`src/rtl/tmr_bank_pkg.sv`:
```
package tmr_bank_pkg;

   // Register slot selected inside a channel window
   typedef enum logic [2:0] {
      SLOT_CFG    = 3'd0,
      SLOT_RELOAD = 3'd1,
      SLOT_SNAP   = 3'd2,
      SLOT_WRAPS  = 3'd3,
      SLOT_STAT   = 3'd4,
      SLOT_CLR    = 3'd5,
      SLOT_MASK   = 3'd6,
      SLOT_NONE   = 3'd7
   } tmr_slot_e;

   localparam int unsigned WIN_LSB = 5;            // 32-byte windows
   localparam logic [4:0]  OFF_CTRL = 5'h00;
   localparam logic [4:0]  OFF_REV  = 5'h10;

   function automatic tmr_slot_e slot_of(input logic [4:0] off);
      case (off)
         5'h00:   slot_of = SLOT_CFG;
         5'h04:   slot_of = SLOT_RELOAD;
         5'h08:   slot_of = SLOT_SNAP;
         5'h0C:   slot_of = SLOT_WRAPS;
         5'h10:   slot_of = SLOT_STAT;
         5'h14:   slot_of = SLOT_CLR;
         5'h18:   slot_of = SLOT_MASK;
         default: slot_of = SLOT_NONE;
      endcase
   endfunction

endpackage

```
`src/rtl/tmr_decode.sv`:
```
module tmr_decode
   import tmr_bank_pkg::*;
#(
   parameter int unsigned NUM_CH = 4,
   parameter int unsigned ADDR_W = 8
) (
   input  logic              valid_i,
   input  logic [ADDR_W-1:0] addr_i,
   output logic              hit_ctrl_o,
   output logic              hit_rev_o,
   output logic [NUM_CH-1:0] ch_sel_o,
   output tmr_slot_e         slot_o
);

   localparam int unsigned WIN_W = ADDR_W - WIN_LSB;

   logic [WIN_W-1:0] win;
   logic [4:0]       off;
   tmr_slot_e        slot;

   assign win  = addr_i[ADDR_W-1:WIN_LSB];
   assign off  = addr_i[WIN_LSB-1:0];
   assign slot = slot_of(off);

   always_comb begin
      hit_ctrl_o = 1'b0;
      hit_rev_o  = 1'b0;
      ch_sel_o   = '0;
      slot_o     = SLOT_NONE;
      if (valid_i) begin
         if (win == '0) begin
            hit_ctrl_o = (off == OFF_CTRL);
            hit_rev_o  = (off == OFF_REV);
         end else if (slot != SLOT_NONE) begin
            slot_o = slot;
            for (int i = 0; i < int'(NUM_CH); i++) begin
               if (win == WIN_W'(i + 1)) ch_sel_o[i] = 1'b1;
            end
         end
      end
   end

endmodule

```
`src/rtl/tmr_channel.sv`:
```
module tmr_channel
   import tmr_bank_pkg::*;
#(
   parameter int unsigned     CNT_W      = 32,
   parameter int unsigned     DATA_W     = 32,
   parameter logic [CNT_W-1:0] RELOAD_RST = '1
) (
   input  logic              clk_i,
   input  logic              rst_ni,
   input  logic              tick_i,
   input  logic              bank_en_i,
   input  logic              sel_i,
   input  logic              write_i,
   input  tmr_slot_e         slot_i,
   input  logic [DATA_W-1:0] wdata_i,
   output logic [DATA_W-1:0] rd_val_o,
   output logic [CNT_W-1:0]  count_o,
   output logic              status_o,
   output logic              irq_o
);

   logic              en_q, mask_q, stat_q;
   logic [CNT_W-1:0]  reload_q, cnt_q, snap_q;
   logic [DATA_W-1:0] wraps_q;

   logic wr_cfg, wr_reload, wr_mask, wr_clr, rd_wraps;
   logic counting, at_zero, wrap, en_rise;

   assign wr_cfg    = sel_i &&  write_i && (slot_i == SLOT_CFG);
   assign wr_reload = sel_i &&  write_i && (slot_i == SLOT_RELOAD);
   assign wr_mask   = sel_i &&  write_i && (slot_i == SLOT_MASK);
   assign wr_clr    = sel_i &&  write_i && (slot_i == SLOT_CLR);
   assign rd_wraps  = sel_i && !write_i && (slot_i == SLOT_WRAPS);

   assign counting = bank_en_i && en_q && tick_i;
   assign at_zero  = (cnt_q == '0);
   assign wrap     = counting && at_zero;
   assign en_rise  = wr_cfg && wdata_i[0] && !en_q;

   // configuration, reload and mask
   always_ff @(posedge clk_i or negedge rst_ni) begin
      if (!rst_ni) begin
         en_q     <= 1'b0;
         mask_q   <= 1'b0;
         reload_q <= RELOAD_RST;
      end else begin
         if (wr_cfg)    en_q     <= wdata_i[0];
         if (wr_mask)   mask_q   <= wdata_i[0];
         if (wr_reload) reload_q <= wdata_i[CNT_W-1:0];
      end
   end

   // live counter, wrap count and snapshot
   always_ff @(posedge clk_i or negedge rst_ni) begin
      if (!rst_ni) begin
         cnt_q   <= '0;
         wraps_q <= '0;
         snap_q  <= '0;
      end else begin
         if (en_rise)       cnt_q <= reload_q;
         else if (counting) cnt_q <= at_zero ? reload_q : cnt_q - 1'b1;
         if (wrap)          wraps_q <= wraps_q + 1'b1;
         if (rd_wraps)      snap_q  <= cnt_q;
      end
   end

   // sticky status, a wrap beats a simultaneous clear
   always_ff @(posedge clk_i or negedge rst_ni) begin
      if (!rst_ni)                     stat_q <= 1'b0;
      else if (wrap)                   stat_q <= 1'b1;
      else if (wr_clr && wdata_i[0])   stat_q <= 1'b0;
   end

   always_comb begin
      rd_val_o = '0;
      case (slot_i)
         SLOT_CFG:    rd_val_o[0] = en_q;
         SLOT_RELOAD: rd_val_o    = DATA_W'(reload_q);
         SLOT_SNAP:   rd_val_o    = DATA_W'(snap_q);
         SLOT_WRAPS:  rd_val_o    = wraps_q;
         SLOT_STAT:   rd_val_o[0] = stat_q;
         SLOT_MASK:   rd_val_o[0] = mask_q;
         default:     rd_val_o    = '0;
      endcase
   end

   assign count_o  = cnt_q;
   assign status_o = stat_q;
   assign irq_o    = stat_q & mask_q;

endmodule

```
`src/rtl/tmr_rdmux.sv`:
```
module tmr_rdmux #(
   parameter int unsigned        NUM_CH = 4,
   parameter int unsigned        DATA_W = 32,
   parameter logic [DATA_W-1:0]  REV_ID = '0
) (
   input  logic                     clk_i,
   input  logic                     rst_ni,
   input  logic                     rd_i,
   input  logic                     hit_ctrl_i,
   input  logic                     hit_rev_i,
   input  logic                     bank_en_i,
   input  logic [NUM_CH-1:0]        ch_sel_i,
   input  logic [NUM_CH*DATA_W-1:0] ch_val_i,
   output logic [DATA_W-1:0]        rdata_o
);

   logic [DATA_W-1:0] mux_val;

   always_comb begin
      mux_val = '0;
      if (hit_ctrl_i) mux_val[0] = bank_en_i;
      if (hit_rev_i)  mux_val    = REV_ID;
      for (int i = 0; i < int'(NUM_CH); i++) begin
         if (ch_sel_i[i]) mux_val = mux_val | ch_val_i[i*DATA_W +: DATA_W];
      end
   end

   always_ff @(posedge clk_i or negedge rst_ni) begin
      if (!rst_ni)   rdata_o <= '0;
      else if (rd_i) rdata_o <= mux_val;
   end

endmodule

```
`src/rtl/tick_timer_bank.sv`:
```
module tick_timer_bank
   import tmr_bank_pkg::*;
#(
   parameter int unsigned        NUM_CH = 4,
   parameter int unsigned        CNT_W  = 32,
   parameter int unsigned        ADDR_W = 8,
   parameter int unsigned        DATA_W = 32,
   parameter logic [DATA_W-1:0]  REV_ID = 32'h0001_0200
) (
   input  logic              clk_i,
   input  logic              rst_ni,
   input  logic              tick_i,
   input  logic              bus_valid_i,
   input  logic              bus_write_i,
   input  logic [ADDR_W-1:0] bus_addr_i,
   input  logic [DATA_W-1:0] bus_wdata_i,
   output logic [DATA_W-1:0] bus_rdata_o,
   output logic [NUM_CH-1:0] irq_o
);

   localparam int unsigned SPAN = (NUM_CH + 1) << WIN_LSB;

   if (NUM_CH < 1) begin : g_bad_ch
      $error("tick_timer_bank: NUM_CH must be at least 1");
   end
   if (ADDR_W <= WIN_LSB || SPAN > (1 << ADDR_W)) begin : g_bad_addr
      $error("tick_timer_bank: ADDR_W too narrow for NUM_CH windows");
   end
   if (CNT_W < 2 || CNT_W > DATA_W) begin : g_bad_cnt
      $error("tick_timer_bank: CNT_W must lie in 2..DATA_W");
   end

   logic                     bank_en_q;
   logic                     hit_ctrl, hit_rev;
   logic [NUM_CH-1:0]        ch_sel;
   tmr_slot_e                slot;
   logic [NUM_CH*DATA_W-1:0] ch_val;
   logic [NUM_CH*CNT_W-1:0]  ch_count;
   logic [NUM_CH-1:0]        ch_status;

   tmr_decode #(.NUM_CH(NUM_CH), .ADDR_W(ADDR_W)) u_decode (
      .valid_i    (bus_valid_i),
      .addr_i     (bus_addr_i),
      .hit_ctrl_o (hit_ctrl),
      .hit_rev_o  (hit_rev),
      .ch_sel_o   (ch_sel),
      .slot_o     (slot)
   );

   always_ff @(posedge clk_i or negedge rst_ni) begin
      if (!rst_ni)                     bank_en_q <= 1'b0;
      else if (hit_ctrl && bus_write_i) bank_en_q <= bus_wdata_i[0];
   end

   for (genvar g = 0; g < int'(NUM_CH); g++) begin : g_ch
      tmr_channel #(.CNT_W(CNT_W), .DATA_W(DATA_W)) u_ch (
         .clk_i     (clk_i),
         .rst_ni    (rst_ni),
         .tick_i    (tick_i),
         .bank_en_i (bank_en_q),
         .sel_i     (ch_sel[g]),
         .write_i   (bus_write_i),
         .slot_i    (slot),
         .wdata_i   (bus_wdata_i),
         .rd_val_o  (ch_val[g*DATA_W +: DATA_W]),
         .count_o   (ch_count[g*CNT_W +: CNT_W]),
         .status_o  (ch_status[g]),
         .irq_o     (irq_o[g])
      );
   end

   tmr_rdmux #(.NUM_CH(NUM_CH), .DATA_W(DATA_W), .REV_ID(REV_ID)) u_rdmux (
      .clk_i      (clk_i),
      .rst_ni     (rst_ni),
      .rd_i       (bus_valid_i && !bus_write_i),
      .hit_ctrl_i (hit_ctrl),
      .hit_rev_i  (hit_rev),
      .bank_en_i  (bank_en_q),
      .ch_sel_i   (ch_sel),
      .ch_val_i   (ch_val),
      .rdata_o    (bus_rdata_o)
   );

endmodule

```
`config.mk`:
```
export PLATFORM = sky130hd
export DESIGN_NAME = tick_timer_bank
export DESIGN_NICKNAME = d
export VERILOG_FILES = /design/src/rtl/tmr_bank_pkg.sv /design/src/rtl/tmr_decode.sv /design/src/rtl/tmr_channel.sv /design/src/rtl/tmr_rdmux.sv /design/src/rtl/tick_timer_bank.sv
export SDC_FILE = /design/constraint.sdc
export NUM_CORES = 1
export LEC_CHECK = 0
export BUFFER_PORTS_ARGS = -buffer_cell sky130_fd_sc_hd__buf_2
export CAP_MARGIN = 10
export CORE_UTILIZATION = 35
export CTS_BUF_LIST = sky130_fd_sc_hd__clkbuf_8
export DETAILED_ROUTE_END_ITERATION = 8
export HOLD_SLACK_MARGIN = 0.05
export PLACE_DENSITY = 0.53
export SLEW_MARGIN = 30
export SYNTH_ARGS = -nofsm -noshare
export SYNTH_HDL_FRONTEND = slang
export SYNTH_HIERARCHICAL = 1
export SYNTH_SLANG_ARGS = --single-unit
```
`constraint.sdc`:
```
create_clock -name clk_i -period 7.5 [get_ports clk_i]
set_input_delay 1.5 -clock clk_i [delete_from_list [all_inputs] [get_ports clk_i]]
set_output_delay 1.5 -clock clk_i [all_outputs]
set_load 0.005 [all_outputs]
```
==> results of run 1 <==
cells in the mapped netlist, types with 45 or more instances:
library cell	number	share of area (%)
xnor2_1	89	2.6
dfrtp_1	429	36
dfstp_2	128	11
nand2_1	202	2.6
nand3_1	139	2.3
nor3_1	66	1.1
clkbuf_1	96	1.2
nand4_1	67	1.4
nor2_1	328	4.1
o21ai_0	66	1.1
and3_1	45	0.95
a22oi_1	215	5.4
a21oi_1	56	0.94
mux2_2	377	14
critical path, stage by stage:
cell and delay, ps:
buf_2 140, or3_2 540, nand3b_1 290, buf_4 640, nor2b_2 900, buf_4 320, a22oi_1 110, nor2_1 520
a22oi_1 240, a31oi_1 230
cell type report:
cell class	instances	area (um2)	share of cell area, %
clock inverter	56	339	1.01
tap	1134	1420	4.22
inverter	20	75.1	0.224
sequential	557	14100	42.0
clock buffer	136	1870	5.57
antenna	9	22.5	0.0671
multi-input combinational	2097	14900	44.5
timing repair buffer	130	827	2.46
state kept, by name (all words and copies together), names as in the netlist:
signal	count
g_ch.u_ch/count_o	128
g_ch.u_ch/reload_q	128
g_ch.u_ch/snap_q	128
g_ch.u_ch/wraps_q	128
u_rdmux/rdata_o	32
g_ch.u_ch/en_q	4
g_ch.u_ch/mask_q	4
g_ch.u_ch/status_o	4
bank_en_q	1
cells by family (layout without fill, tap and decap cells):
kind of cell               count (synthesis)  count (layout)  synth area share (%)
adders and majority gates                 12              12                 0.506
muxes                                    389             389                  14.7
other                                      0               9                     0
AOI/OAI and AO/OA                        531             531                  13.0
xor gates and xnor gates                 124             124                  3.66
DFF                                      557             557                  47.5
and+or+nand+nor                         1041            1041                  18.1
buffers and inverters                    175             342                  2.52
power breakdown:
group	switching [mW]	leakage [nW]	internal, mW
Combinational	0.187	6.24	0.0516
Sequential	0.0366	7.22	3.03
Clock	1.38	1.29	1.75
Total	1.60	14.8	4.83
worst paths after layout:
| path | start | to | slack, ps | depth (start not counted) |
|---|---|---|---|---|
| max reg2reg | bank_en_q | g_ch[2].u_ch/count_o[27] | 3890 | 7 |
| max | bus_addr_i[7] | u_rdmux/rdata_o[23] | 2660 | 10 |
| min in group asynchronous | rst_ni | g_ch[2].u_ch/count_o[17] | 880 | 1 |
| max in group asynchronous | rst_ni | g_ch[3].u_ch/snap_q[31] | 5190 | 2 |
| min reg2reg | g_ch[3].u_ch/wraps_q[31] | g_ch[3].u_ch/wraps_q[31] | 470 | 1 |
| min | g_ch[3].u_ch/wraps_q[31] | g_ch[3].u_ch/wraps_q[31] | 470 | 1 |
cells in the final DEF (no fill, tap or decap), drive strengths merged, types with 21 or more instances in the layout:
cell type | netlist | routed
xor2 | 35 | 35
mux2 | 378 | 378
buf | 59 | 130
o21ai | 66 | 66
or3 | 30 | 30
nor3 | 75 | 75
a31oi | 39 | 39
xnor2 | 89 | 89
nand4 | 67 | 67
o211ai | 21 | 21
inv | 20 | 61
dfrtp | 429 | 429
clkbuf | 96 | 136
or4 | 25 | 25
nand3 | 142 | 142
a21oi | 56 | 56
dfstp | 128 | 128
nor2 | 331 | 331
nor4 | 35 | 35
a22oi | 215 | 215
and3 | 45 | 45
nand2 | 209 | 209
metal layers:
metal / vias to the layer above / GRT usage [%] / wire length [um]
met2: 1122 / 38.2 / 49000
li1: 10800 / - / -
met1: 12900 / 37.9 / 50500
met5: - / 0 / 0
met4: 0 / 14.5 / 6310
met3: 196 / 5.04 / 9840
==> results.cfg, run 1 <==
[outcome]
status = completed

[timing]
slew_violations = 0
min_period_ps = 4840
fin_setup_tns_ps = 0
fmax_mhz = 207
fin_ws_ps = 2660
hold_violations = 0
finalClockSkew_ps = 41.3
grt_setup_unrepaired = false
tightest_slew_ps = 1050
finalSetupViolations = 0
finalCritPeriodShare_pct = 64.5
fin_hold_ws_ps = 475
relSlewSlack_pct = 29.8

[synth]
netlist_area_mm2 = 0.0297
ys_seq_elements = 557
synthCells = 2829
syn_nets = 2886
ys.flop_type = dfrtp_1
synth-async-reset-ratio_pct = 100
synth_edf_count = 0
yosys.cell_types.count = 85
yosysSeqAreaShare_pct = 47.5
syn_area_per_cell_um2 = 10.5
yosysWarningCount = 6

[floorplanning]
rows = 106
start_util_pct = 35.4
pin_count = 81
fp.coreArea_mm2 = 0.0838
die_area_mm2 = 0.0859
die_h_um = 293
die_x_um = 293

[worst_setup_path]
end_kind = register
worstSetupPathType = in -> reg
required_ps = 8130
critical_path_arrival_ps = 5460
crit_path_start_kind = input port
path_max_fanout = 48

[global_route]
grt_pass1_vias = 24300
grt_usage_pct = 26.7
overflow = 0
grt_max_degree = 148
antenna_found_initial = 12
grt_pass1_wl_um = 170000

[placement]
place_ws_ps = 2260
postPlaceCellArea_mm2 = 0.0313
dpl.hpwl_um = 82900
placed_cells = 3938
port-buffer-count = 80
place_congestion = 0.987

[layout]
fin_area_mm2 = 0.0336
fin_cells = 4139
drive_gt1_share_pct = 29.2
fin_util_pct = 40.1
final_nets = 2965
nFillCells = 8273
areaGrowthSynthToFinish_pct = 13.2

[cts]
clk_pin_slew_worst_paths_ps = 60
post_cts_buffers = 0
cts_sinks = 557
cts_tree = built
cts_root_buffer = clkbuf_8
clock_latency_ps = 730
cts_inserted_buffers = 102
clockBufferDepth = 3
ctsHoldBuffers = 0
cts.htree.levels = 3
post_cts_resized = 0

[routing]
routed_wl_um = 116000
vias = 25000
wl_per_cell_um = 27.9
drtPass1Iterations = 6
drc_errors = 0
via_per_inst = 6.04
drt_iter0_markers = 2620
drtAntennaViolNets = 0

[power_and_ir_drop]
peakVddDrop_mv = 0.101
power_leakage_nw = 14.8
total_power_mw = 6.43
cellPowerDensity_mw_per_mm2 = 192

[flow_run]
cap_violations = 0

[min_path]
min_path_type = reg -> reg
No activity file was read; power rests on OpenSTA's default activity.
==> run 2, diff against run 1 <==
==> constraint.sdc (replaced) <==
create_clock -name clk_i -period 4.8 [get_ports clk_i]
set_input_delay 0.96 -clock clk_i [delete_from_list [all_inputs] [get_ports clk_i]]
set_output_delay 0.96 -clock clk_i [all_outputs]
set_load 0.005 [all_outputs]
==> run 2 against run 1 <==
  * Routed wire length increased by 0.65%
  * Global-route usage increased by 0.36 points
  * First-iteration DRC count increased by 11%
  * Worst hold slack got worse by 360 ps
  * Design area increased by 0.55%
  * Count of clock-buffer cells in the layout decreased by 2
  * Clock skew decreased by 4.7 ps
  * Clock power increased by 48%
  * Non-clock buffer count increased by 33
  * Sequential share of layout area decreased by 0.23 points
  * Critical endpoint is now u_rdmux/rdata_o[27]
  * Highest routed layer is now met5
==> results.cfg, run 2 (same netlist as run 1, synthesis figures left out) <==
[cts]
clock_latency_ps = 730
post_cts_resized = 0
cts_root_buffer = clkbuf_8
post_cts_buffers = 0
clk_pin_slew_worst_paths_ps = 60
clockBufferDepth = 3
cts_inserted_buffers = 102
cts_sinks = 557
cts_tree = built
cts.htree.levels = 3
ctsHoldBuffers = 0

[timing]
finalSetupViolations = 0
fin_setup_tns_ps = 0
fmax_mhz = 250
finalCritPeriodShare_pct = 83.4
relSlewSlack_pct = 33.8
finalClockSkew_ps = 36.6
tightest_slew_ps = 979
hold_violations = 0
fin_hold_ws_ps = 114
slew_violations = 0
min_period_ps = 4000
grt_setup_unrepaired = false

[global_route]
grt_pass1_wl_um = 172000
antenna_found_initial = 10
use_met1_pct = 38.6
overflow = 0
busiest_layer = met2
grt_usage_pct = 27.1
grt_pass1_vias = 24600
use_met3_pct = 4.75
met2_usage_pct = 40.3
grt_max_degree = 129

[power_and_ir_drop]
power_leakage_nw = 14.9
total_power_mw = 9.81
cellPowerDensity_mw_per_mm2 = 291
peakVddDrop_mv = 0.162

[worst_setup_path]
crit_path_start_kind = input port
path_max_fanout = 33
critical-path-slowest-cell = a22oi_1
r2r_cells = 8
slowest_delay_ps = 670
end_kind = register
required_ps = 5330
crit_path_cell_trace = buf_2 > or3_2 > nand3b_1 > buf_12 > buf_4 > buf_4 > mux2_2 > a22oi_1 > nor2_1 > a22oi_1 > a31oi_1
worstSetupPathType = in -> reg
critical_path_arrival_ps = 4540

[layout]
final_cell_mix = 429 x dfrtp_1, 377 x mux2_2, 327 x nor2_1
layout_commonest_cell = dfrtp_1
fin_area_mm2 = 0.0338
drive_gt1_share_pct = 29.7
fin_util_pct = 40.3
areaGrowthSynthToFinish_pct = 13.8
final_nets = 2998
nFillCells = 8235

[routing]
vias = 24900
wl_per_cell_um = 27.9
drtAntennaViolNets = 0
routed_wl_um = 116000
via_per_inst = 5.99
drc_errors = 0
drtPass1Iterations = 6
drt_iter0_markers = 2902

[outcome]
status = completed

[floorplanning]
die_h_um = 293
start_util_pct = 35.4
fp.coreArea_mm2 = 0.0838
die_area_mm2 = 0.0859
rows = 106
die_x_um = 293
pin_count = 81

[placement]
port-buffer-count = 80
postPlaceCellArea_mm2 = 0.0316
dpl.hpwl_um = 84500
place_congestion = 0.981

[flow_run]
cap_violations = 0

[min_path]
min_path_type = in -> async
[run 2: changes by cell type in the layout (fill, tap and decap cells not counted), moves of 4 or more]
| cell | delta |
|---|---|
| diode_2 | -7 |
| buf_12 | +5 |
| buf_4 | +28 |
| bufinv_16 | -4 |
[run 2: worst max-delay path: cells and delay by family]
family                 cells  cell delay [ps]
buffers and inverters      4             1250
AO/OA/AOI/OAI              3             1120
multiplexers               1              380
AND/OR/NAND/NOR            3              790
[run 2: path summary, 6_finish.rpt]
check / to / startpoint / slack, ps
worst max-delay path: u_rdmux/rdata_o[27] / bus_addr_i[7] / 800
worst min-delay path: g_ch[2].u_ch/wraps_q[10] / rst_ni / 110
worst max register to register: g_ch[1].u_ch/wraps_q[31] / g_ch[1].u_ch/count_o[0] / 1320
worst min register to register: g_ch[2].u_ch/wraps_q[31] / g_ch[2].u_ch/wraps_q[31] / 470
max in group asynchronous: g_ch[0].u_ch/snap_q[24] / rst_ni / 3310
min in group clk_i: g_ch[2].u_ch/wraps_q[31] / g_ch[2].u_ch/wraps_q[31] / 470
[run 2: layer usage]
metal / vias to the layer above / routed length (um)
met1: 12700 / 51500
met5: - / 34
met4: 4 / 5030
met2: 1140 / 51000
li1: 10800 / -
met3: 214 / 8860
[run 2: final cells by class]
class | instances | area (um2) | share of cell area, %
repair buffers | 163 | 1150 | 3.42
clock buffers | 134 | 1840 | 5.46
inverters | 20 | 75.1 | 0.222
multi-input cells | 2097 | 14900 | 44.2
clock inverters | 59 | 255 | 0.756
diodes | 2 | 5.00 | 0.0148
well taps | 1134 | 1420 | 4.20
flip-flops and latches | 557 | 14100 | 41.8
[run 2: metrics by stage]
| stage | std cells | setup WS (ps) |
|---|---|---|
| 6_report | 4166 | 796 |
| 5_1_grt | 4165 | 777 |
| 4_1_cts | 4163 | 919 |
| 3_5_place_dp | 3970 | 153 |
| 3_3_place_gp | 3970 | 161 |
| 2_1_floorplan | 2829 | 735 |
[run 2: report_power, final]
part / total (mW) / internal (mW) / switching [mW]
clock: 4.64 / 2.49 / 2.15
sequential: 4.79 / 4.74 / 0.0556
combinational: 0.378 / 0.0897 / 0.289
total: 9.81 / 7.32 / 2.49
